--- config.mk ---
export PLATFORM = sky130hd
export DESIGN_NAME = macro_seq
export DESIGN_NICKNAME = d
export VERILOG_FILES = /design/src/rtl/macro_seq_pkg.sv /design/src/rtl/macro_alu.sv /design/src/rtl/macro_bitfield.sv /design/src/rtl/macro_regfile.sv /design/src/rtl/macro_seq.sv
export SDC_FILE = /design/constraint.sdc
export NUM_CORES = 2
export LEC_CHECK = 0
export ABC_AREA = 1
export ABC_CLOCK_PERIOD_IN_PS = 6600
export BUFFER_PORTS_ARGS = -buffer_cell sky130_fd_sc_hd__buf_4
export CORE_UTILIZATION = 58
export DETAILED_ROUTE_END_ITERATION = 7
export PLACE_DENSITY = 0.86
export SKIP_LAST_GASP = 1
export SLEW_MARGIN = 40
export SYNTH_ARGS = -nofsm -noshare
export SYNTH_HDL_FRONTEND = slang
export SYNTH_SLANG_ARGS = --single-unit
--- constraint.sdc ---
create_clock -name clk_i -period 6.6 [get_ports clk_i]
set_input_delay 0.99 -clock clk_i [delete_from_list [all_inputs] [get_ports clk_i]]
set_output_delay 0.99 -clock clk_i [all_outputs]
set_load 0.01 [all_outputs]
--- src/rtl/macro_seq_pkg.sv ---
package macro_seq_pkg;
  localparam logic [2:0] OP_ALU    = 3'd0;
  localparam logic [2:0] OP_ADDI   = 3'd1;
  localparam logic [2:0] OP_INS    = 3'd2;
  localparam logic [2:0] OP_EXT_SI = 3'd3;
  localparam logic [2:0] OP_EXT_SR = 3'd4;
  localparam logic [2:0] OP_READ   = 3'd5;
  localparam logic [2:0] OP_BAD    = 3'd6;
  localparam logic [2:0] OP_BR     = 3'd7;

  localparam logic [4:0] AL_ADD  = 5'd0;
  localparam logic [4:0] AL_ADC  = 5'd1;
  localparam logic [4:0] AL_SUB  = 5'd2;
  localparam logic [4:0] AL_SBB  = 5'd3;
  localparam logic [4:0] AL_XOR  = 5'd8;
  localparam logic [4:0] AL_OR   = 5'd9;
  localparam logic [4:0] AL_AND  = 5'd10;
  localparam logic [4:0] AL_ANDN = 5'd11;
  localparam logic [4:0] AL_NAND = 5'd12;

  typedef enum logic [1:0] {S_IDLE, S_LOAD, S_RUN, S_FIN} state_e;
endpackage

--- src/rtl/macro_alu.sv ---
module macro_alu
  import macro_seq_pkg::*;
#(
  parameter int DW = 32
) (
  input  logic [4:0]    sel_i,
  input  logic [DW-1:0] a_i,
  input  logic [DW-1:0] b_i,
  input  logic          cin_i,
  output logic [DW-1:0] res_o,
  output logic          cout_o,
  output logic          cupd_o
);
  logic [DW:0] wide;

  always_comb begin
    wide   = '0;
    res_o  = '0;
    cout_o = 1'b0;
    cupd_o = 1'b0;
    unique case (sel_i)
      AL_ADD, AL_ADC: begin
        wide   = {1'b0, a_i} + {1'b0, b_i} + {{DW{1'b0}}, (sel_i == AL_ADC) & cin_i};
        res_o  = wide[DW-1:0];
        cout_o = wide[DW];
        cupd_o = 1'b1;
      end
      AL_SUB, AL_SBB: begin
        wide   = {1'b0, a_i} - {1'b0, b_i} - {{DW{1'b0}}, (sel_i == AL_SBB) & ~cin_i};
        res_o  = wide[DW-1:0];
        cout_o = ~wide[DW];  // set when no borrow
        cupd_o = 1'b1;
      end
      AL_XOR:  res_o = a_i ^ b_i;
      AL_OR:   res_o = a_i | b_i;
      AL_AND:  res_o = a_i & b_i;
      AL_ANDN: res_o = a_i & ~b_i;
      AL_NAND: res_o = ~(a_i & b_i);
      default: res_o = '0;
    endcase
  end
endmodule

--- src/rtl/macro_bitfield.sv ---
module macro_bitfield
  import macro_seq_pkg::*;
#(
  parameter int DW = 32,
  localparam int SW = $clog2(DW)
) (
  input  logic [2:0]    op_i,
  input  logic [DW-1:0] a_i,
  input  logic [DW-1:0] b_i,
  input  logic [SW-1:0] src_bit_i,
  input  logic [SW-1:0] size_i,
  input  logic [SW-1:0] dst_bit_i,
  output logic [DW-1:0] res_o
);
  logic [DW-1:0] mask, fld_src;

  always_comb begin
    mask    = ({{(DW-1){1'b0}}, 1'b1} << size_i) - 1'b1;
    fld_src = (b_i >> src_bit_i) & mask;
    unique case (op_i)
      OP_INS:    res_o = (a_i & ~(mask << dst_bit_i)) | (fld_src << dst_bit_i);
      OP_EXT_SI: res_o = ((b_i >> a_i) & mask) << dst_bit_i;
      OP_EXT_SR: res_o = fld_src << a_i;
      default:   res_o = '0;
    endcase
  end
endmodule

--- src/rtl/macro_regfile.sv ---
module macro_regfile #(
  parameter int NREG = 8,
  parameter int DW   = 32,
  localparam int IW  = $clog2(NREG)
) (
  input  logic          clk_i,
  input  logic          rst_ni,
  input  logic          clr_i,
  input  logic          we_i,
  input  logic [IW-1:0] widx_i,
  input  logic [DW-1:0] wdata_i,
  input  logic [IW-1:0] ridx_a_i,
  input  logic [IW-1:0] ridx_b_i,
  output logic [DW-1:0] rdata_a_o,
  output logic [DW-1:0] rdata_b_o
);
  logic [DW-1:0] regs [NREG];

  for (genvar i = 0; i < NREG; i++) begin : g_reg
    if (i == 0) begin : g_zero
      assign regs[i] = '0;
    end else begin : g_store
      always_ff @(posedge clk_i or negedge rst_ni) begin
        if (!rst_ni)                            regs[i] <= '0;
        else if (we_i && widx_i == IW'(i))      regs[i] <= wdata_i;
        else if (clr_i)                         regs[i] <= '0;
      end
    end
  end

  assign rdata_a_o = regs[ridx_a_i];
  assign rdata_b_o = regs[ridx_b_i];
endmodule

--- src/rtl/macro_seq.sv ---
module macro_seq
  import macro_seq_pkg::*;
#(
  parameter int IMEM_AW = 10,
  parameter int MADDR_W = 12,
  parameter int MSTEP_W = 6
) (
  input  logic               clk_i,
  input  logic               rst_ni,
  input  logic               start_i,
  input  logic [IMEM_AW-1:0] start_offset_i,
  output logic [IMEM_AW-1:0] imem_addr_o,
  input  logic [31:0]        imem_data_i,
  input  logic               param_valid_i,
  input  logic [31:0]        param_data_i,
  output logic               param_ready_o,
  output logic               mw_valid_o,
  input  logic               mw_ready_i,
  output logic [MADDR_W-1:0] mw_addr_o,
  output logic [31:0]        mw_data_o,
  output logic [31:0]        hr_addr_o,
  input  logic [31:0]        hr_data_i,
  output logic               done_o,
  output logic               error_o
);
  localparam int DW   = 32;
  localparam int NREG = 8;
  localparam int MW   = MADDR_W + MSTEP_W;

  state_e             state_q;
  logic [IMEM_AW-1:0] pc_q, tgt_q, br_tgt;
  logic               slot_q, exit_pend_q, carry_q, err_q;
  logic [MW-1:0]      maddr_q, ma_cur;

  // decode
  logic [2:0]  op, rop, dst, sra, srb;
  logic [4:0]  sel;
  logic [31:0] imm, ra, rb, result, alu_res, bf_res;
  logic        exit_b, annul, alu_cout, alu_cupd;
  assign op     = imem_data_i[2:0];
  assign rop    = imem_data_i[6:4];
  assign exit_b = imem_data_i[7];
  assign dst    = imem_data_i[10:8];
  assign sra    = imem_data_i[13:11];
  assign srb    = imem_data_i[16:14];
  assign sel    = imem_data_i[21:17];
  assign annul  = imem_data_i[5];
  assign imm    = {{14{imem_data_i[31]}}, imem_data_i[31:14]};

  logic run, is_exec, need_param, wr_param, need_send, setm, param_ok, send_ok, fire, taken;
  logic rf_we, rf_clr;
  logic [2:0]  rf_widx;
  logic [31:0] rf_wdata;

  assign run        = (state_q == S_RUN);
  assign is_exec    = (op != OP_BR) && (op != OP_BAD);
  assign wr_param   = (rop == 3'd0) || (rop == 3'd3) || (rop == 3'd5);
  assign need_param = wr_param || (rop == 3'd6);
  assign need_send  = (rop == 3'd3) || (rop == 3'd4) || (rop == 3'd6) || (rop == 3'd7);
  assign setm       = (rop == 3'd2) || (rop >= 3'd5);
  assign param_ok   = !need_param || param_valid_i;
  assign send_ok    = !need_send || mw_ready_i;
  assign fire       = run && (!is_exec || (param_ok && send_ok));
  assign taken      = rop[0] ? (ra != '0) : (ra == '0);
  assign br_tgt     = pc_q + imm[IMEM_AW-1:0];

  macro_regfile #(.NREG(NREG), .DW(DW)) u_rf (
    .clk_i, .rst_ni,
    .clr_i(rf_clr), .we_i(rf_we), .widx_i(rf_widx), .wdata_i(rf_wdata),
    .ridx_a_i(sra), .ridx_b_i(srb), .rdata_a_o(ra), .rdata_b_o(rb)
  );

  macro_alu #(.DW(DW)) u_alu (
    .sel_i(sel), .a_i(ra), .b_i(rb), .cin_i(carry_q),
    .res_o(alu_res), .cout_o(alu_cout), .cupd_o(alu_cupd)
  );

  macro_bitfield #(.DW(DW)) u_bf (
    .op_i(op), .a_i(ra), .b_i(rb),
    .src_bit_i(imem_data_i[21:17]), .size_i(imem_data_i[26:22]), .dst_bit_i(imem_data_i[31:27]),
    .res_o(bf_res)
  );

  assign hr_addr_o = ra + imm;

  always_comb begin
    unique case (op)
      OP_ALU:                     result = alu_res;
      OP_ADDI:                    result = ra + imm;
      OP_INS, OP_EXT_SI, OP_EXT_SR: result = bf_res;
      OP_READ:                    result = hr_data_i;
      default:                    result = '0;
    endcase
  end

  assign rf_clr   = (state_q == S_LOAD);
  assign rf_we    = (state_q == S_LOAD) ? param_valid_i : (fire && is_exec);
  assign rf_widx  = (state_q == S_LOAD) ? 3'd1 : dst;
  assign rf_wdata = ((state_q == S_LOAD) || wr_param) ? param_data_i : result;

  assign ma_cur        = setm ? result[MW-1:0] : maddr_q;
  assign mw_valid_o    = run && is_exec && need_send && param_ok;
  assign mw_addr_o     = ma_cur[MADDR_W-1:0];
  assign mw_data_o     = (rop == 3'd6) ? param_data_i :
                         (rop == 3'd7) ? 32'(result[MADDR_W +: MSTEP_W]) : result;
  assign param_ready_o = ((state_q == S_LOAD) && param_valid_i) ||
                         (run && is_exec && need_param && param_valid_i && send_ok);
  assign imem_addr_o   = pc_q;
  assign done_o        = (state_q == S_FIN);
  assign error_o       = err_q || (done_o && param_valid_i);

  always_ff @(posedge clk_i or negedge rst_ni) begin
    if (!rst_ni) begin
      state_q <= S_IDLE;  pc_q <= '0;  tgt_q <= '0;  slot_q <= 1'b0;
      exit_pend_q <= 1'b0;  carry_q <= 1'b0;  err_q <= 1'b0;  maddr_q <= '0;
    end else begin
      unique case (state_q)
        S_IDLE: if (start_i) begin
          state_q <= S_LOAD;  pc_q <= start_offset_i;  slot_q <= 1'b0;
          exit_pend_q <= 1'b0;  carry_q <= 1'b0;  err_q <= 1'b0;  maddr_q <= '0;
        end
        S_LOAD: if (param_valid_i) state_q <= S_RUN;
        S_RUN: if (fire) begin
          if (is_exec) begin
            if (op == OP_ALU && alu_cupd) carry_q <= alu_cout;
            if (need_send)
              maddr_q <= {ma_cur[MW-1:MADDR_W],
                          ma_cur[MADDR_W-1:0] + MADDR_W'(ma_cur[MW-1:MADDR_W])};
            else if (setm)
              maddr_q <= result[MW-1:0];
          end
          if (op == OP_BAD || (op == OP_BR && slot_q)) begin
            err_q   <= 1'b1;
            state_q <= S_FIN;
          end else if (slot_q) begin
            slot_q <= 1'b0;
            if (exit_pend_q) state_q <= S_FIN;
            else             pc_q    <= tgt_q;
          end else if (op == OP_BR && taken) begin
            if (annul) pc_q <= br_tgt;
            else begin
              pc_q <= pc_q + 1'b1;  slot_q <= 1'b1;  tgt_q <= br_tgt;
            end
          end else begin
            pc_q <= pc_q + 1'b1;
            if (exit_b) begin
              slot_q <= 1'b1;  exit_pend_q <= 1'b1;
            end
          end
        end
        S_FIN: begin
          err_q   <= error_o;
          state_q <= S_IDLE;
        end
        default: state_q <= S_IDLE;
      endcase
    end
  end

  assert_r0_zero_R3: assert property (@(posedge clk_i) disable iff (!rst_ni)
    (run && sra == 3'd0) |-> (ra == '0));
  assert_send_hold_R11: assert property (@(posedge clk_i) disable iff (!rst_ni)
    (mw_valid_o && !mw_ready_i) |=> (mw_valid_o && $stable(mw_addr_o) && $stable(mw_data_o)));
  assert_pop_valid_R11: assert property (@(posedge clk_i) disable iff (!rst_ni)
    param_ready_o |-> param_valid_i);
  assert_done_pulse_R10: assert property (@(posedge clk_i) disable iff (!rst_ni)
    done_o |=> !done_o);
  assert_annul_jump_R9: assert property (@(posedge clk_i) disable iff (!rst_ni)
    (fire && op == OP_BR && !slot_q && taken && annul) |=> (imem_addr_o == $past(br_tgt)));
  assert_bad_op_R12: assert property (@(posedge clk_i) disable iff (!rst_ni)
    (run && op == OP_BAD) |=> (done_o && error_o));
  assert_start_idle_R2: assert property (@(posedge clk_i) disable iff (!rst_ni)
    (state_q == S_IDLE && start_i) |=> (imem_addr_o == $past(start_offset_i) && !error_o));
endmodule

==> metrics.yaml, run 1 <==
htreeDepth: 1
yosysTopAreaCellShare_pct: 18.9
avgSynthCellArea_sq_um: 5.80
synth_nets: 6454
initial_core_util_pct: 58.8
synth_area_leaders: "dfrtp_1, nand2_1, nand3_1"
ys_ff_latch: 268
error_line: "[ERROR GRT-0232] Routing congestion too high. Check the congestion heatmap in the GUI."
yosysSeqAreaShare_pct: 18.9
synth_top_cell_by_area: "dfrtp_1"
synth_flop_cell: "dfrtp_1"
synth_area_sq_mm: 0.0356
status: "did not finish"
synthArstFlopShare_pct: 100
grt-ovfl-total: 9
grt_use_total_pct: 65.0
dp.cells: 7530
synthMostInstantiatedCell: "nand2_1"
yosysWarnings: 0
num_io_pins: 201
num_rows: 90
haltStage: "global routing"
hpwl_um: 145000
numCtsBuffers: 31
die_w_um: 250
gp_congestion: 1.29
clock-sinks: 268
die-height_um: 250
synth_edf_count: 0
ctsRootBufferMaster: "clkbuf_16"
grt_max_degree: 145
port_buffers: 199
clockBufferDepth: 3
synth_cell_types: 63
netlist_top_cells_count: "nand2_1, nand3_1, inv_1, o21ai_0, a21oi_1"
netlist_instances: 6127
-- layer usage --
layer / overflow / GRT usage, %
met1: 0 / 68.5
met3: 0 / 41.3
met2: 5 / 85.5
met4: 4 / 62.2
met5: 0 / 12.7
-- through the flow --
step / setup WS (ns) / cell area (sq um)
CTS: -0.0170 / 44100
detailed placement: -0.623 / 42900
global placement: -0.454 / 42900
floorplan: -0.00756 / 35700
-- cell families after synthesis --
group,Yosys count,synth area share [%]
DFF,268,18.9
muxes,4,0.113
buffers and inverters,974,10.9
adders and majority gates,216,7.75
AOI/OAI and AO/OA,1300,20.6
xor gates and xnor gates,60,1.48
and+or+nand+nor,3305,40.3
-- what timing repair did --
| item | CTS |
|---|---|
| pin swaps | 9 |
| buffers inserted | 2 |
| setup endpoints to repair | 23 |
| gates cloned | 0 |
| gates resized for setup | 44 |
| hold buffers | 0 |
==> run 2: changes to the inputs <==
--- a/config.mk
+++ b/config.mk
@@ -6,11 +6,11 @@
 export NUM_CORES = 2
 export LEC_CHECK = 0
 export ABC_AREA = 1
-export ABC_CLOCK_PERIOD_IN_PS = 6600
+export ABC_CLOCK_PERIOD_IN_PS = 8600
 export BUFFER_PORTS_ARGS = -buffer_cell sky130_fd_sc_hd__buf_4
-export CORE_UTILIZATION = 58
+export CORE_UTILIZATION = 40
 export DETAILED_ROUTE_END_ITERATION = 7
-export PLACE_DENSITY = 0.86
+export PLACE_DENSITY_LB_ADDON = 0.15
 export SKIP_LAST_GASP = 1
 export SLEW_MARGIN = 40
 export SYNTH_ARGS = -nofsm -noshare
==> constraint.sdc (replaced) <==
create_clock -name clk_i -period 8.6 [get_ports clk_i]
set_input_delay 1.29 -clock clk_i [delete_from_list [all_inputs] [get_ports clk_i]]
set_output_delay 1.29 -clock clk_i [all_outputs]
set_load 0.01 [all_outputs]
==> run 2 against run 1 <==
Effect of this change:
- the run now ends clean
- synthesized area unchanged
- synthesized cell count is the same
==> metrics.yaml, run 2 <==
synth_nets: 6454
grt_max_degree: 105
total_power_uw: 9370
yosysSeqAreaShare_pct: 18.9
worst-path-buf-inv: 8
hold_depth: 2
wl_per_cell_um: 28.4
drtIter0Drc: 6904
dieArea_sq_mm: 0.0901
area_growth_pct: 13.7
status: "finished clean"
fmax_ghz: 0.117
avgSynthCellArea_sq_um: 5.80
power.density_mw_per_mm2: 232
final_common_cell: "nand2_1"
ctsHoldBuffers: 0
gp_congestion: 1.13
grt_use_total_pct: 45.5
rsz0062_at_grt: "true"
num_rows: 108
min_path_type: "flip-flop to flip-flop"
worst_pin_slew_ns: 1.00
ctsRootBufferMaster: "clkbuf_16"
hold_viol_final: 0
fin_crit_ns: 8.54
end_kind: "output port"
max-cap-violations: 0
synthMostInstantiatedCell: "nand2_1"
grt_pass1_vias: 42000
hp-start: "maddr_q[9]"
setup_viol: 0
worst-path-max-fanout: 11
vias: 46700
grt-ovfl-total: 0
critical_path_class: "input port to output port"
numCtsBuffers: 31
leakage_uw: 0.0200
largest_reg_flops: 224
slowest_delay_ns: 0.60
dp.cells: 7406
avgViaCountPerCell: 6.25
final_cell_area_sq_mm: 0.0404
yosysWarnings: 0
critical_path.top_delay_family: "simple AND/OR/NAND/NOR gates"
fillers: 9565
arrival_ns: 7.25
firstDrtPassIters: 8
fin_cells: 7462
drt-total-wl_um: 212000
max_slew_margin_pct: 32.9
post-route-period-util_pct: 99.3
grt_pass1_wl_um: 298000
multi_input_area_sq_mm: 0.0251
synth_top_cell_by_area: "dfrtp_1"
drive_gt1_share_pct: 10.2
core_sq_mm: 0.0874
initial_core_util_pct: 40.7
synthArstFlopShare_pct: 100
cts_tree: "done"
num_io_pins: 201
netlist_top_cells_count: "nand2_1, nand3_1, inv_1, o21ai_0, a21oi_1"
synth_area_leaders: "dfrtp_1, nand2_1, nand3_1"
die_w_um: 300
clock-sinks: 268
antenna_found_initial: 4
most-common-layout-cells: "nand2_1, nand3_1, inv_1"
tns_ns: 0
r2r_cells: 40
synth_edf_count: 0
hpwl_um: 162000
peakVddDrop_mv: 0.167
drc: 0
drtAntennaViolNets: 0
clockBufferDepth: 3
placed_cell_area_sq_mm: 0.0393
crit_start: "imem_data_i[15]"
crit_top_cell: "nand2_1"
top_regs: "u_rf.regs: 224 flops, maddr_q: 18 flops"
regMostFlops: "u_rf.regs"
slowest_stage: "inv_1"
port_buffers: 199
synth_flop_cell: "dfrtp_1"
utilization_pct: 46.3
worstSkewPairLatency_ns: 0.61
yosysTopAreaCellShare_pct: 18.9
regArea_sq_mm: 0.00671
startpoint_type: "input port"
cp.required_ns: 7.31
final.setup_skew_ns: 0.0328
worstReg2RegStart: "u_rf.regs[131]"
cp.depth: 28
path_clk_slew_ns: 0.06
synth_area_sq_mm: 0.0356
ys_ff_latch: 268
slew_violations: 0
netlist_instances: 6127
nets: 6613
die-height_um: 300
synth_cell_types: 63
htreeDepth: 1
-- run 2: cell counts after synthesis --
No cell type changed its count.
-- run 2: layout make-up --
class | count | share of cell area, %
Antenna cell | 2 | 0.0124
Sequential cell | 268 | 16.6
Inverter | 617 | 5.74
Tap cell | 1155 | 3.57
Clock inverter | 14 | 0.563
Timing Repair Buffer | 483 | 9.31
Clock buffer | 38 | 2.08
Multi-Input combinational cell | 4885 | 62.1
-- run 2: repair_timing --
action | 4_1_cts | 5_1_grt
gates resized for setup | 0 | 13
endpoints found under the setup margin | 0 | 12
setup buffers | 0 | 1
-- run 2: cell families (layout without fill, tap and decap cells) --
kind of cell	after synthesis	after routing	share of synthesized area (%)
AO/OA/AOI/OAI	1300	1300	20.6
XOR/XNOR	60	60	1.48
adder cells (fa/ha/maj)	216	216	7.75
buffers and inverters	974	1152	10.9
flip-flops	268	268	18.9
multiplexers	4	4	0.113
other	0	2	0
AND/OR/NAND/NOR	3305	3305	40.3
-- run 2: tightest hold or removal path: stages, from the launching register on --
cell and delay (ns):
dfrtp_1 0.33, nand2_1 0.05, nand2_1 0.06
-- run 2: routing by layer --
metal	routed length, um	up-vias	global-route usage [%]
met1	80400	21800	58.5
met2	86800	3180	66.0
met4	18900	4	34.0
li1	-	21000	-
met5	27	-	0
met3	25700	671	10.8
-- run 2: final timing paths --
path / end / slack, ns
min in group asynchronous: u_rf.regs[139] / 0.60
hold / removal: maddr_q[9] / 0.47
setup / recovery: mw_data_o[1] / 0.06
hold reg to reg: maddr_q[9] / 0.47
max in group asynchronous: maddr_q[6] / 6.35
setup reg to reg: maddr_q[10] / 1.60
-- run 2: metrics by stage --
stage                     hold slack [ns]  worst slack, ns
after floorplan                     0.441            0.908
after global placement              0.457            0.299
after detailed placement            0.459            0.250
after CTS                           0.474            0.196
after global routing                0.497          -0.0328
final                               0.475           0.0580
-- run 2: power breakdown --
part	switching (uW)	leakage [uW]	internal [uW]	total, uW
Sequential	208	0.00365	1620	1820
Clock	584	0.000532	867	1450
Combinational	4340	0.0159	1750	6090
Total	5130	0.0200	4230	9370
Note: power is estimated with default switching activity, not from simulation.
